## config.mk

```make
export PLATFORM = sky130hd
export DESIGN_NAME = stream_attn
export DESIGN_NICKNAME = d
export VERILOG_FILES = /design/src/rtl/stream_attn.sv
export SDC_FILE = /design/constraint.sdc
export NUM_CORES = 2
export LEC_CHECK = 0
export ABC_AREA = 1
export CAP_MARGIN = 0
export CORE_UTILIZATION = 60
export CTS_CLUSTER_DIAMETER = 200
export DETAILED_ROUTE_END_ITERATION = 8
export GPL_TIMING_DRIVEN = 0
export PLACE_DENSITY = 0.87
export SLEW_MARGIN = 25
export SYNTH_ARGS = -nofsm -noshare
export SYNTH_HDL_FRONTEND = slang
export SYNTH_SLANG_ARGS = --single-unit
```

## constraint.sdc

```tcl
create_clock -name clk -period 18.7 [get_ports clk]
set_clock_uncertainty 0.15 [all_clocks]
set_input_delay 2.805 -clock clk [delete_from_list [all_inputs] [get_ports clk]]
set_output_delay 2.805 -clock clk [all_outputs]
set_load 0.01 [all_outputs]
```

## src/rtl/stream_attn.sv

```systemverilog
`timescale 1ns/1ps
module stream_attn #(
  parameter int N         = 8,
  parameter int D         = 4,
  parameter int W         = 8,
  parameter int FRAC      = 4,
  parameter int EXP_FLOOR = 12
) (
  input  logic                         clk,
  input  logic                         rst_n,
  input  logic                         q_valid,
  output logic                         q_ready,
  input  logic signed [W-1:0]          q_data,
  input  logic                         kv_valid,
  output logic                         kv_ready,
  input  logic signed [W-1:0]          k_data,
  input  logic signed [W-1:0]          v_data,
  output logic                         out_valid,
  input  logic                         out_ready,
  output logic signed [W-1:0]          out_data,
  output logic                         out_last,
  output logic [$clog2(N)-1:0]         out_pos
);

  localparam int LOGD   = $clog2(D);
  localparam int SHIFT  = LOGD / 2;
  localparam int PW     = $clog2(N);
  localparam int EF     = 15;
  localparam int EW     = EF + 1;
  localparam int SW     = 2 * W + LOGD;
  localparam int SW1    = SW + 1;
  localparam int TW     = SW + 10;
  localparam int LW     = EF + 2 + PW;
  localparam int OW     = W + EF + 2 + PW;
  localparam int OCW    = OW + EW + 1;
  localparam int CW     = $clog2(OW + 1);
  localparam int FLOOR_A = EXP_FLOOR << FRAC;
  localparam int MAXMAG = 2 ** (W - 1) - 1;
  localparam logic [LOGD-1:0] LAST_E = LOGD'(D - 1);
  localparam logic [PW-1:0]   LAST_P = PW'(N - 1);
  localparam logic signed [SW-1:0] M_MIN = {1'b1, {(SW-1){1'b0}}};

  typedef enum logic [2:0] {S_Q, S_KV, S_UPD, S_DIV, S_OUT} st_t;
  st_t st;

  logic signed [W-1:0]  q_vec [D];
  logic signed [W-1:0]  v_vec [D];
  logic signed [OW-1:0] o_acc [D];
  logic [LW-1:0]        l_acc;
  logic signed [SW-1:0] m_run, s_reg, acc;
  logic [LOGD-1:0]      idx;
  logic [PW-1:0]        kpos, qpos;
  logic [CW-1:0]        div_cnt;
  logic [OW-1:0]        div_num, div_quo;
  logic [LW:0]          div_rem;
  logic                 div_neg;
  logic signed [W-1:0]  out_reg;

  function automatic logic [EW-1:0] exp_neg(input logic [SW:0] a);
    logic [TW-1:0] t, n;
    logic [EW-1:0] base;
    t = (TW'(a) * TW'(369)) >> 8;
    n = t >> FRAC;
    case (t[FRAC-1 -: 4])
      4'd0:  base = 16'd32768;
      4'd1:  base = 16'd31379;
      4'd2:  base = 16'd30048;
      4'd3:  base = 16'd28774;
      4'd4:  base = 16'd27554;
      4'd5:  base = 16'd26386;
      4'd6:  base = 16'd25268;
      4'd7:  base = 16'd24196;
      4'd8:  base = 16'd23170;
      4'd9:  base = 16'd22188;
      4'd10: base = 16'd21247;
      4'd11: base = 16'd20347;
      4'd12: base = 16'd19484;
      4'd13: base = 16'd18658;
      4'd14: base = 16'd17867;
      default: base = 16'd17109;
    endcase
    if (a >= SW1'(FLOOR_A) || n >= TW'(EW)) return '0;
    return base >> n;
  endfunction

  logic signed [SW-1:0] prod_qk, acc_next, s_next, m_new;
  logic [SW:0]          arg_c, arg_p;
  logic [EW-1:0]        exp_c, exp_p;
  logic signed [OW-1:0] o_sel, pv, o_next, o_abs;
  logic signed [OCW-1:0] oc;
  logic [LW+EW-1:0]     lc;
  logic [LW-1:0]        l_next;
  logic [LW:0]          rem_sh, rem_nx;
  logic                 ge;
  logic [OW-1:0]        quo_nx;
  logic [W-1:0]         sat;

  assign prod_qk  = SW'(q_vec[idx]) * SW'(k_data);
  assign acc_next = acc + prod_qk;
  assign s_next   = acc_next >>> (FRAC + SHIFT);
  assign m_new    = (s_reg > m_run) ? s_reg : m_run;
  assign arg_c    = SW1'(m_new) - SW1'(m_run);
  assign arg_p    = SW1'(m_new) - SW1'(s_reg);
  assign exp_c    = exp_neg(arg_c);
  assign exp_p    = exp_neg(arg_p);

  assign o_sel  = o_acc[idx];
  assign oc     = OCW'(o_sel) * OCW'($signed({1'b0, exp_c}));
  assign pv     = OW'($signed({1'b0, exp_p})) * OW'(v_vec[idx]);
  assign o_next = $signed(oc[OW+EF-1:EF]) + pv;
  assign lc     = (LW+EW)'(l_acc) * (LW+EW)'(exp_c);
  assign l_next = lc[LW+EF-1:EF] + LW'(exp_p);

  assign o_abs  = o_sel[OW-1] ? -o_sel : o_sel;
  assign rem_sh = {div_rem[LW-1:0], div_num[OW-1]};
  assign ge     = rem_sh >= {1'b0, l_acc};
  assign rem_nx = ge ? rem_sh - {1'b0, l_acc} : rem_sh;
  assign quo_nx = {div_quo[OW-2:0], ge};
  assign sat    = (quo_nx > OW'(MAXMAG)) ? W'(MAXMAG) : quo_nx[W-1:0];

  assign q_ready   = (st == S_Q);
  assign kv_ready  = (st == S_KV);
  assign out_valid = (st == S_OUT);
  assign out_data  = out_reg;
  assign out_last  = out_valid && (idx == LAST_E);
  assign out_pos   = qpos;

  always_ff @(posedge clk or negedge rst_n) begin
    if (!rst_n) begin
      st      <= S_Q;
      idx     <= '0;
      kpos    <= '0;
      qpos    <= LAST_P;
      acc     <= '0;
      s_reg   <= '0;
      m_run   <= M_MIN;
      l_acc   <= '0;
      div_cnt <= '0;
      div_num <= '0;
      div_quo <= '0;
      div_rem <= '0;
      div_neg <= 1'b0;
      out_reg <= '0;
      for (int e = 0; e < D; e++) begin
        q_vec[e] <= '0;
        v_vec[e] <= '0;
        o_acc[e] <= '0;
      end
    end else begin
      case (st)
        S_Q: if (q_valid) begin
          q_vec[idx] <= q_data;
          if (idx == LAST_E) begin
            idx  <= '0;
            kpos <= '0;
            acc  <= '0;
            st   <= S_KV;
          end else idx <= idx + 1'b1;
        end
        S_KV: if (kv_valid) begin
          v_vec[idx] <= v_data;
          if (idx == LAST_E) begin
            idx <= '0;
            acc <= '0;
            if (kpos <= qpos) begin
              s_reg <= s_next;
              st    <= S_UPD;
            end else if (kpos == LAST_P) begin
              div_cnt <= '0;
              st      <= S_DIV;
            end else kpos <= kpos + 1'b1;
          end else begin
            idx <= idx + 1'b1;
            acc <= acc_next;
          end
        end
        S_UPD: begin
          o_acc[idx] <= o_next;
          if (idx == LAST_E) begin
            l_acc <= l_next;
            m_run <= m_new;
            idx   <= '0;
            if (kpos == LAST_P) begin
              div_cnt <= '0;
              st      <= S_DIV;
            end else begin
              kpos <= kpos + 1'b1;
              st   <= S_KV;
            end
          end else idx <= idx + 1'b1;
        end
        S_DIV: begin
          if (div_cnt == '0) begin
            div_num <= o_abs;
            div_neg <= o_sel[OW-1];
            div_rem <= '0;
            div_quo <= '0;
            div_cnt <= 1'b1;
          end else begin
            div_rem <= rem_nx;
            div_num <= {div_num[OW-2:0], 1'b0};
            div_quo <= quo_nx;
            if (div_cnt == CW'(OW)) begin
              out_reg <= div_neg ? -sat : sat;
              st      <= S_OUT;
            end else div_cnt <= div_cnt + 1'b1;
          end
        end
        default: if (out_ready) begin
          if (idx == LAST_E) begin
            idx   <= '0;
            m_run <= M_MIN;
            l_acc <= '0;
            for (int e = 0; e < D; e++) o_acc[e] <= '0;
            qpos  <= (qpos == '0) ? LAST_P : qpos - 1'b1;
            st    <= S_Q;
          end else begin
            idx     <= idx + 1'b1;
            div_cnt <= '0;
            st      <= S_DIV;
          end
        end
      endcase
    end
  end

endmodule

```

---- Yosys cells after proc, flatten, opt, wreduce, memory -nomap -nowiden ----
Memories as Yosys holds them, arrays and structs flattened.
Index checks and enable logic that the tools add are counted.
word-level totals
  bits in registers ....................... 345
  bits in read-only memories .............. 512
  bits of input ports ..................... 29
  output and inout bits ................... 15
  word-level logic and storage cells ...... 194
  memories ................................ 2
memories
  memory           words  width  read ports  clocked after Yosys merged registers in  wr ports  line  source
  (no name shown)  16     16     1           0                                        0         64    case (t[FRAC-1 -: 4])
  (no name shown)  16     16     1           0                                        0         64
cells by class
  $add $sub $neg .......................... 12
  multiply operators ...................... 6
  $lt $le $gt $ge ......................... 10
  equality and inequality tests ........... 18
  shift-type cells ........................ 2
  multiplexer cells ....................... 83
  bitwise gates (word level) .............. 6
  reductions and logical operators ........ 29
operators by type and width
  cell                   count
  $mux 112               2
  $pmux 112 s2           1
  $mux 18                8
  $mux 28                5
  $bwmux 112             1
  $mux 20                5
  $pmux 18 s2            2
  $bwmux 32              2
  $mux 16                4
  $bmux 28 s2            1
  $demux 28 s2           1
  $mul 19x9->28 const B  2
  $mux 8                 7
  $mux 3                 18
  $mux 5                 9
  $mul 28x17->43         1
  $pmux 20 s2            1
  $ge 19x8->1 const B    2
  $mul 20x16->35         1
  $bmux 8 s2             2
  $ge 16x5->1 const B    2
  $shr 16x16->16         2
  $add 28x25->28         1
  $gt 28x7->1 const B    1
  other kinds (54)       85

---- Logic depth before layout (Yosys ltp) ----
  depth in word-level cells ............... 12
  mapped depth ............................ 117
  gate-level depth less buffers ........... 113

---- Worst setup path after synthesis ----
Ideal clock, no wire load.
  path type ............................... register to register
  from .................................... register m_run[17]
  to ...................................... register o_acc[111] in the netlist's numbering
  setup time .............................. 0.125 ns
  arrival ................................. 19.108 ns
  required time ........................... 18.425 ns
  setup slack ............................. -0.683 ns
  cell stages (with the launch flop) ...... 108
  buffers on the path ..................... 4
  period minus slack after synthesis ...... 19.383 ns
  path through ............................ dfstp_2 > inv_1 > ha_1 > nand2_1 > inv_1 > nand3_1 > nor4_1 > a221oi_1 > or2_2 > nand3_1 > clkbuf_1 > nand2_1 > o21ai_0 > ha_1 > inv_1 > fa_1 > nand3_2 > nand2_1 > [72 not listed] > or2_1 > nand2_1 > a21oi_1 > o21ai_1 > a31oi_1 > o21ai_1 > a21boi_0 > o21ai_1 > a21boi_0 > o21ai_1 > nand2_1 > nand2_1 > a21oi_1 > xnor2_1 > inv_1 > or2_2 > nand3_1 > o21ai_1
between the ends
  cells in the longest elaborated chain, start to end .. 12
  elaborated cells between the ends (all ways) .. 25
  classes of those cells .................. add/sub: 3; mul: 4; order compare: 5; shift: 2; mux: 7; reduce/logical: 2; memory: 2
ends and longest elaborated chain
  item                                                    line  source
  start: declaration                                      50    logic signed [SW-1:0] m_run, s_reg, acc;
  start signal: assignment                                181   m_run <= m_new;
  branches (longest 9 deep; another with $mul 28x17->43)  n/a
  $add 28x25->28 (*)                                      110   assign o_next = $signed(oc[OW+EF-1:EF]) + pv;
  $bwmux 112 (*)                                          178   o_acc[idx] <= o_next;
  $pmux 112 s2 (*)                                        150   case (st)
  end signal: indexed assignment                          178
  end: declaration                                        48    logic signed [OW-1:0] o_acc [D];
Every way passes the cells marked *.
A chain may end at the register's enable or synchronous reset.

---- Final worst setup path ----
  from .................................... register m_run[12]
  to ...................................... register o_acc[110] in the netlist's numbering
The elaborated chain is that of the path after synthesis.

==> run metrics <==
Async SR Flop Fraction=1.00; most frequent cells in the layout=1641 x inv_1, 1467 x nand2_1, 943 x fa_1; DRC Markers=0; post-synth top area share=0.311; Synth Flop Type=dfrtp_1; hold depth=2; Yosys top cell by area=fa_1; Endpoint, Worst Hold=out_data[0]$_DFFE_PN0P_; routed vias/inst=6.09; most frequent CP cell=fa_1; Syn Nets=9274; RR Endpoint=o_acc[110]$_DFFE_PN0P_; arrival time of the worst setup path=21.25 ns; max reg flops=112; clock buffer depth=3; drt initial violations=6894; row count=116; GRT met2 Usage=0.596; synth warn=0; largest net degree at the start of global routing=91; setup slack, reg-to-reg=-2.21 ns; total CTS buffers=42; critical path capture point type=flop; Detailed Route WL=205 mm; Avg Inst Size Synth=7.98 um^2; wire per inst=22.0 um; worst r2r path cells=111; Slowest-stage cell, CP=fa_1; io pins=44; Final Util=0.689; Die Height=321 um; nets@finish=9574; final antenna-violating net count=0; unrepaired setup endpoints after global routing=yes; outcome=finished, violations left; Post-Syn Area=0.0612 mm^2; Worst Path Class, Setup=reg -> reg; area of the die=0.103 mm^2; Initial Util=0.608; largest cells by area after synthesis=fa_1 31%, dfrtp_1 14%, ha_1 13%, inv_1 10%, nand2_1 9.3%; CORE AREA=0.101 mm^2; gp weighted congestion=1.02; Final period util=1.12; drt pass-1 iters=7; largest registers=o_acc x112, q_vec x32, v_vec x32; final worst slack=-2.21 ns; met3 Use GR=0.115; dpl ws=-4.05 ns; buffers added on ports=42; Remaining Overflow, GRT=0; Least-Margin Pin Slew=1.11 ns; flops & latches, synth=345; most common cell after layout, fill and taps aside=inv_1; first-pass GRT wire length=307 mm; Final Hold Fails=0; CTS tree=yes; GRT Util Overall=0.383; largest fanout on the critical path=5; HP Start=out_data[0]$_DFFE_PN0P_; Worst path max stage delay=0.53 ns; area grow syn2layout=13.4%; grt peak-use layer=met2; WP data required=19.04 ns; vias in the first global route=57361; Max transition margin=0.261; Detailed Place HPWL=148 mm; initial antenna violation count=6; maximum clock rate=47.8 MHz; register area share after synthesis=0.141; Final Slew Violations=0; post-synth cell types=70; maxcap violations=0; number of flops mapped to enable cells by yosys=0; failing checks=negative setup slack; layout cells sized above 1=0.108; Setup Viol. Count Final=84; number of fillers in the final layout=7096; Critical Path Start Type=flop; reg2reg start=m_run[12]$_DFFE_PN0P_; DR vias=56988; Die Span X=321 um; Sink Count=345; Clk Latency, worst-skew pair=0.67 ns; Hold Crit Class=reg -> reg; met1 Resource Use GR=0.463; most flop-heavy register=o_acc; H-Tree Depth=2; min Tclk post-route=20.91 ns; Synth Instances=7665; clk root buf=clkbuf_16; Worst-path clk slew=0.06 ns
==> Yosys cell counts, types with 32 or more instances <==
cell and count:
o21ai_0 378, nand3_1 220, xor2_1 128, a32oi_1 32, nor2_1 624, nand4_1 38, nand2_1 1523, o211ai_1 32
clkbuf_1 211, fa_1 951, a21oi_1 271, o22ai_1 83, ha_1 629, dfrtp_1 341, inv_1 1681, nor3_1 40
xnor2_1 66
==> layout make-up <==
type,count,area [um^2],area share
repair buffers,266,2380,0.0343
multi-input cells,5344,47300,0.682
inverters,1725,6500,0.0938
plain buffers,241,1220,0.0176
clock buffers,56,1160,0.0168
flip-flops and latches,345,8640,0.125
well taps,1357,1700,0.0245
clock inverters,21,437,0.00630
diodes,3,7.51,0.000108
==> worst max-delay path by stage <==
stage / start / end / slack, ns / cells past startpoint
2_1_floorplan: m_run[17]$_DFFE_PN1P_ / o_acc[111]$_DFFE_PN0P_ / 0.004 / 107
3_3_place_gp: m_run[17]$_DFFE_PN1P_ / o_acc[111]$_DFFE_PN0P_ / -3.72 / 108
3_5_place_dp: m_run[17]$_DFFE_PN1P_ / o_acc[111]$_DFFE_PN0P_ / -4.05 / 108
4_1_cts: m_run[7]$_DFFE_PN0P_ / o_acc[111]$_DFFE_PN0P_ / -0.69 / 108
5_1_grt: s_reg[1]$_DFFE_PN0P_ / o_acc[111]$_DFFE_PN0P_ / -2.82 / 109
6_report: m_run[12]$_DFFE_PN0P_ / o_acc[110]$_DFFE_PN0P_ / -2.21 / 111
==> repair_timing <==
action | 4_1_cts | 5_1_grt
hold buffers | 0 | 0
setup buffers | 155 | 59
pin swaps | 133 | 107
gates cloned | 4 | 0
resized for setup | 354 | 248
endpoints found under the setup margin | 102 | 100
==> through the flow <==
stage / setup TNS [ns] / hold WS [ns] / instances / cell area, um^2
floorplan: 0 / 0.295 / 7665 / 61200
global route: -149.34 / 0.353 / 9355 / 69300
finish: -98.27 / 0.337 / 9358 / 69400
detailed placement: -227.93 / 0.315 / 9074 / 63600
global placement: -383.85 / 0.310 / 9064 / 63400
CTS: -10.37 / 0.334 / 9306 / 68000
==> per-layer routing <==
layer / share of wire / up-vias
met1: 0.34 / 27332
met5: 0.00029 / -
met2: 0.44 / 4256
met3: 0.14 / 1308
met4: 0.087 / 6
li1: - / 24086
==> worst max-delay path: cells and delay by family (launching register included) <==
kind	cells	cell delay [ns]
adder cells (fa/ha/maj)	21	8.29
XOR/XNOR	3	0.83
buffers and inverters	26	2.73
AO/OA/AOI/OAI	27	4.38
AND/OR/NAND/NOR	34	3.83
flip-flops	1	0.43
==> logic make-up after synthesis <==
kind of cell / count (synthesis) / synth area share
AO/OA/AOI/OAI: 970 / 0.0915
XOR/XNOR: 198 / 0.0288
adder cells (fa/ha/maj): 1580 / 0.440
buffers and inverters: 1976 / 0.122
flip-flops: 345 / 0.141
multiplexers: 18 / 0.00327
AND/OR/NAND/NOR: 2578 / 0.173
Power is left out: the tool's default activity adds up to more than one toggle a clock period on the data nets, which glitch-free logic cannot reach.
